**src/rtl/rom_cs_pkg.sv**
```systemverilog
package rom_cs_pkg;
    localparam int NB    = 4;
    localparam int IDX_W = $clog2(NB);
    localparam int DW    = 32;

    typedef enum logic [1:0] {
        BW8   = 2'b00,
        BW16  = 2'b01,
        BW32  = 2'b10,
        BWOFF = 2'b11
    } bus_w_e;

    typedef enum logic [1:0] {
        S_IDLE,
        S_LATCH,
        S_STROBE,
        S_DONE
    } seq_st_e;

    typedef struct packed {
        logic             hit;
        logic [IDX_W-1:0] bank;
        bus_w_e           width;
    } dec_res_t;

    function automatic logic [1:0] last_beat(bus_w_e w);
        case (w)
            BW8:     return 2'd3;
            BW16:    return 2'd1;
            default: return 2'd0;
        endcase
    endfunction

    function automatic logic [1:0] low_bits(bus_w_e w, logic [1:0] beat);
        case (w)
            BW8:     return beat;
            BW16:    return {beat[0], 1'b0};
            default: return 2'b00;
        endcase
    endfunction
endpackage

```
**src/rtl/rom_bank_decode.sv**
```systemverilog
module rom_bank_decode
    import rom_cs_pkg::*;
#(
    parameter int ADDR_W = 24
) (
    input  logic [ADDR_W-1:0]    addr,
    input  logic [NB*ADDR_W-1:0] base_flat,
    input  logic [NB*ADDR_W-1:0] size_flat,
    input  logic [2*NB-1:0]      width_cfg,
    output dec_res_t             res
);
    logic [NB-1:0] match;

    generate
        for (genvar g = 0; g < NB; g++) begin : g_bank
            logic [ADDR_W-1:0] b_base, b_size, b_off;
            assign b_base   = base_flat[g*ADDR_W +: ADDR_W];
            assign b_size   = size_flat[g*ADDR_W +: ADDR_W];
            assign b_off    = addr - b_base;
            assign match[g] = (addr >= b_base) && (b_off < b_size) &&
                              (bus_w_e'(width_cfg[2*g +: 2]) != BWOFF);
        end
    endgenerate

    // lowest index wins: scan downward so the last assignment is the lowest
    always_comb begin
        res.hit   = 1'b0;
        res.bank  = '0;
        res.width = BW8;
        for (int i = NB - 1; i >= 0; i--) begin
            if (match[i]) begin
                res.hit   = 1'b1;
                res.bank  = IDX_W'(i);
                res.width = bus_w_e'(width_cfg[2*i +: 2]);
            end
        end
    end
endmodule

```
**src/rtl/rom_beat_seq.sv**
```systemverilog
module rom_beat_seq
    import rom_cs_pkg::*;
#(
    parameter int WAIT_W = 4
) (
    input  logic              clk,
    input  logic              rst,
    input  logic              req,
    input  logic              we,
    input  dec_res_t          dec,
    input  logic [WAIT_W-1:0] wait_cfg,
    output seq_st_e           st,
    output dec_res_t          ctx,
    output logic              we_q,
    output logic [1:0]        beat,
    output logic              accept,
    output logic              cap
);
    logic [WAIT_W-1:0] wcnt;
    logic [1:0]        lastb;
    logic              wait_end;

    assign lastb    = we_q ? 2'd0 : last_beat(ctx.width);
    assign wait_end = (wcnt == wait_cfg);
    assign accept   = (st == S_IDLE) && req;
    assign cap      = (st == S_STROBE) && wait_end && !we_q;

    always_ff @(posedge clk) begin
        if (rst) begin
            st   <= S_IDLE;
            ctx  <= '0;
            we_q <= 1'b0;
            beat <= 2'd0;
            wcnt <= '0;
        end else begin
            case (st)
                S_IDLE: begin
                    if (req) begin
                        ctx  <= dec;
                        we_q <= we;
                        beat <= 2'd0;
                        wcnt <= '0;
                        st   <= dec.hit ? S_LATCH : S_DONE;
                    end
                end
                S_LATCH: begin
                    wcnt <= '0;
                    st   <= S_STROBE;
                end
                S_STROBE: begin
                    if (wait_end) begin
                        if (beat == lastb) begin
                            st <= S_DONE;
                        end else begin
                            beat <= beat + 2'd1;
                            st   <= S_LATCH;
                        end
                    end else begin
                        wcnt <= wcnt + 1'b1;
                    end
                end
                default: st <= S_IDLE;
            endcase
        end
    end
endmodule

```
**src/rtl/rom_read_pack.sv**
```systemverilog
module rom_read_pack
    import rom_cs_pkg::*;
(
    input  logic          clk,
    input  logic          rst,
    input  logic          clr,
    input  logic          cap,
    input  logic [1:0]    beat,
    input  bus_w_e        width,
    input  logic [DW-1:0] rd,
    output logic [DW-1:0] data
);
    always_ff @(posedge clk) begin
        if (rst || clr) begin
            data <= '0;
        end else if (cap) begin
            case (width)
                BW8:     data[8*beat +: 8]      <= rd[7:0];
                BW16:    data[16*beat[0] +: 16] <= rd[15:0];
                default: data                   <= rd;
            endcase
        end
    end
endmodule

```
**src/rtl/rom_cs_ctrl.sv**
```systemverilog
module rom_cs_ctrl
    import rom_cs_pkg::*;
#(
    parameter int ADDR_W = 24,
    parameter int WAIT_W = 4
) (
    input  logic                 clk,
    input  logic                 rst,
    input  logic                 cpu_req,
    input  logic                 cpu_we,
    input  logic [ADDR_W-1:0]    cpu_addr,
    input  logic [DW-1:0]        cpu_wdata,
    output logic [DW-1:0]        cpu_rdata,
    output logic                 cpu_ready,
    input  logic [NB*ADDR_W-1:0] bank_base,
    input  logic [NB*ADDR_W-1:0] bank_size,
    input  logic [2*NB-1:0]      width_cfg,
    input  logic [WAIT_W-1:0]    wait_cfg,
    output logic [NB-1:0]        rom_cs_n,
    output logic                 rom_oe_n,
    output logic                 rom_rw_n,
    output logic                 rom_ale,
    output logic [ADDR_W-1:0]    rom_addr,
    output logic [DW-1:0]        rom_wdata,
    input  logic [DW-1:0]        rom_rdata
);
    dec_res_t          dec, ctx;
    seq_st_e           st;
    logic              we_q, accept, cap, busy;
    logic [1:0]        beat;
    logic [ADDR_W-1:0] addr_q;
    logic [DW-1:0]     wdata_q;

    rom_bank_decode #(.ADDR_W(ADDR_W)) u_dec (
        .addr(cpu_addr), .base_flat(bank_base), .size_flat(bank_size),
        .width_cfg(width_cfg), .res(dec)
    );

    rom_beat_seq #(.WAIT_W(WAIT_W)) u_seq (
        .clk(clk), .rst(rst), .req(cpu_req), .we(cpu_we), .dec(dec),
        .wait_cfg(wait_cfg), .st(st), .ctx(ctx), .we_q(we_q), .beat(beat),
        .accept(accept), .cap(cap)
    );

    rom_read_pack u_pack (
        .clk(clk), .rst(rst), .clr(accept), .cap(cap), .beat(beat),
        .width(ctx.width), .rd(rom_rdata), .data(cpu_rdata)
    );

    always_ff @(posedge clk) begin
        if (rst) begin
            addr_q  <= '0;
            wdata_q <= '0;
        end else if (accept) begin
            addr_q  <= cpu_addr;
            wdata_q <= cpu_wdata;
        end
    end

    assign busy = (st == S_LATCH) || (st == S_STROBE);

    generate
        for (genvar g = 0; g < NB; g++) begin : g_cs
            assign rom_cs_n[g] = !(busy && (ctx.bank == IDX_W'(g)));
        end
    endgenerate

    assign rom_ale   = (st == S_LATCH);
    assign rom_oe_n  = !((st == S_STROBE) && !we_q);
    assign rom_rw_n  = !(busy && we_q);
    assign rom_addr  = we_q ? addr_q
                            : {addr_q[ADDR_W-1:2], low_bits(ctx.width, beat)};
    assign rom_wdata = wdata_q;
    assign cpu_ready = (st == S_DONE);
endmodule

```
**config.mk**
```make
export PLATFORM = sky130hd
export DESIGN_NAME = rom_cs_ctrl
export DESIGN_NICKNAME = d
export VERILOG_FILES = /design/src/rtl/rom_cs_pkg.sv /design/src/rtl/rom_bank_decode.sv /design/src/rtl/rom_beat_seq.sv /design/src/rtl/rom_read_pack.sv /design/src/rtl/rom_cs_ctrl.sv
export SDC_FILE = /design/constraint.sdc
export NUM_CORES = 1
export LEC_CHECK = 0
export ABC_CLOCK_PERIOD_IN_PS = 5100
export BUFFER_PORTS_ARGS = -buffer_cell sky130_fd_sc_hd__buf_2
export CAP_MARGIN = 20
export CELL_PAD_IN_SITES_DETAIL_PLACEMENT = 1
export CELL_PAD_IN_SITES_GLOBAL_PLACEMENT = 1
export CORE_MARGIN = 5
export CORE_UTILIZATION = 38
export DETAILED_ROUTE_END_ITERATION = 10
export HOLD_SLACK_MARGIN = 0.12
export PLACE_DENSITY_LB_ADDON = 0.1
export SETUP_SLACK_MARGIN = 0.4
export SYNTH_ARGS = -nofsm -noshare
export SYNTH_HDL_FRONTEND = slang
export SYNTH_HIERARCHICAL = 1
export SYNTH_SLANG_ARGS = --single-unit
```
**constraint.sdc**
```tcl
create_clock -name clk -period 5.1 [get_ports clk]
set_input_delay 0.51 -clock clk [delete_from_list [all_inputs] [get_ports clk]]
set_output_delay 0.51 -clock clk [all_outputs]
set_load 0.05 [all_outputs]
```
==> impl_results.md <==
* First-pass GRT wire length at 72,100 µm
* Clock Tree Buf Depth at 2
* Die ar. at 36,000 µm²
* Vias in the first global route at 13,500
* Crit-path leading delay family: compound AO/OA/AOI/OAI gates
* Period utilization at 89.1%
* Minimum clock period at 4.54 ns
* Post-Syn Nets at 2,082
* Fin cells at 2,359
* Routability congestion estimate at 0.884
* Share of layout cells above drive strength 1 at 25.2%
* WHS Path Cells at 3
* Yosys warning count at 6
* FF-to-FF End: u_pack/data[6]
* Initial core utilization at 38.7%
* Worst EP required at 5.39 ns
* Setup TNS at 0 ns
* Run status: completed
* Synth Cell Area at 12,300 µm²
* Slew headroom at 25.3%
* Final WS setup at 0.557 ns
* HPWL Detailed at 39,500 µm
* Die W at 190 µm
* DRT Pass-1 Iters at 5
* DR WL/cell at 20.0 µm
* Final Hold Viols at 0
* DP Worst Slack at -0.0811 ns
* Unrepaired setup endpoints after global routing: no
* Die H at 190 µm
* Worst-margin pin slew at 1.12 ns
* Avg Cell Area, Syn at 7.74 µm²
* WHS at 0.385 ns
* Final antenna-violating net count at 0
* Max Transition Viols Final at 0
* Hold Path Sink: rom_wdata[0]
* Row cnt at 65
* H-tree levels at 3
* Worst Reg-to-Reg Cells at 8
* TritonCTS buffer count at 9
* Max Cap Violations at 0
* Fmax at 220 MHz
* Clock latency on the worst-skew pair at 0.36 ns
* CTS root buf: clkbuf_16
* IO buf count at 391
* Worst VDD drop at 0.000139 V
* P_sw at 1480 µW
* Crit Path Category: in2reg
* Routed wire length at 47,200 µm
* Layout Area Growth over Synthesis at 22.3%
* Setup Skew at 0.00861 ns
* Sw Share at 43.7%
* Worst Hold Class: in2reg
* Placement Cell Area at 14,400 µm²
* Slowest stage cell, crit path: a311o_1
* Critical Path Max Stage Delay at 0.36 ns
* Antenna violations before repair at 14
* CTS tree: built
* Post-Synthesis Cells at 1,585
* Setup crit end kind: register
* Worst Setup Start Kind: input pin
* Sink Count at 101
* # setup viols final at 0
* Critical Path AT at 4.83 ns
* Internal power at 1900 µW
* DRC at 0
* Min-delay src: cpu_wdata[0]
* Core area at 31,700 µm²
* Largest net degree at the start of global routing at 71
* Gr ovfl total at 0
* Sequential Power Share at 25.9%
* DRT iter0 DRCs at 434
* Vias/cell at 5.53
* WP buf/inv at 4
* R2r setup slk at 2.10 ns
* Ports at 392
* P_leak at 0.00765 µW
* Design area at 15,000 µm²
* Clock power share at 20.6%
* Crit-path cells: buf_2 > inv_4 > ha_4 > nor2b_1 > o31a_1 > o311ai_4 > a31oi_4 > a21oi_2 > buf_4 > buf_4 > o21bai_1 > a21oi_1 > xnor2_1 > ha_1 > nand4_1 > nor2_1 > a22oi_1 > nand4_1 > a311o_1 > a31oi_4 > o21ba_4 > a221oi_2 > nand2_1 > a21oi_2
* Clk pin slew, worst setup/hold paths at 0.07 ns
* Power Density at 226 nW/µm²
* Crit Path Max Fanout at 4
* DR vias at 13,000
* Levels on crit path at 24
* Number of fill cells at 4,092
* Gr usage total at 25.0%
* Number of nets in the layout at 2,445
* Comb pwr share at 53.5%
* Dpl cells at 2,332
* Worst R2R Start: u_seq/wcnt[1]
## worst max path at each step
stage | start | end
after global placement | cpu_addr[0] | u_seq/ctx[1]
after detailed placement | cpu_addr[0] | u_seq/ctx[1]
final | bank_base[1] | u_seq/ctx[1]
after global routing | cpu_addr[6] | u_seq/ctx[1]
after floorplan | cpu_addr[0] | u_seq/ctx[0]
after CTS | bank_base[1] | u_seq/ctx[1]
## power by group through the flow
stage,combinational [µW],sequential [µW],clock [µW]
detailed placement,1760,896,0
finish,1810,878,697
floorplan,1180,975,0
global route,2000,885,748
CTS,1770,878,716
global placement,1700,894,0
## sequential cells by signal, summed over array words and instances, names as in the netlist
signal,flops
u_seq/wcnt,4
rom_wdata,32
u_pack/data,32
u_seq/ctx,4
u_seq/st,2
u_seq/beat,2
addr_q,24
u_seq/we_q,1
## tightest hold or removal path: stages
cell	delay, ns
buf_2	0.07
mux2i_1	0.05
nor2_1	0.07
## what timing repair did
action / in CTS / in global routing
endpoints found under the setup margin: 3 / 5
setup buffers: 0 / 7
pin swaps: 0 / 31
hold buffers: 0 / 0
gates resized for setup: 3 / 38
endpoints found under the hold margin: 0 / 0
## layout make-up
type                       count  area, µm²  share of cell area (%)
antenna                        4       10.0                  0.0668
clock buffer                   9        225                    1.50
clock inverter                 7       57.6                   0.384
inverter                     223        843                    5.62
multi-input combinational   1197       9190                    61.3
sequential                   101       2020                    13.5
tap                          402        503                    3.35
timing repair buffer         416       2140                    14.3
## placed cells by master, fill, tap and decap left out, drive strengths merged, types with 27 or more instances in the layout
| master | n |
|---|---|
| mux2i | 61 |
| nor2 | 129 |
| a21oi | 128 |
| o21ai | 77 |
| xnor2 | 68 |
| nand3 | 32 |
| ha | 197 |
| inv | 225 |
| nand4 | 36 |
| nand2 | 83 |
| a31oi | 27 |
| a21o | 28 |
| dfxtp | 101 |
| buf | 416 |
## routing by layer
layer | track usage [%] | part of all wire, %
met5 | 0 | 0.21
met3 | 5.30 | 6.2
met4 | 9.24 | 3.6
met2 | 43.2 | 47
met1 | 30.6 | 43
## through the flow
stage,util [%],total power [µW]
5_1_grt,47.3,3640
2_1_floorplan,-,2150
6_report,47.3,3390
3_3_place_gp,45.5,2600
3_5_place_dp,45.5,2650
4_1_cts,46.4,3360
(Power assumes the default switching activity.)
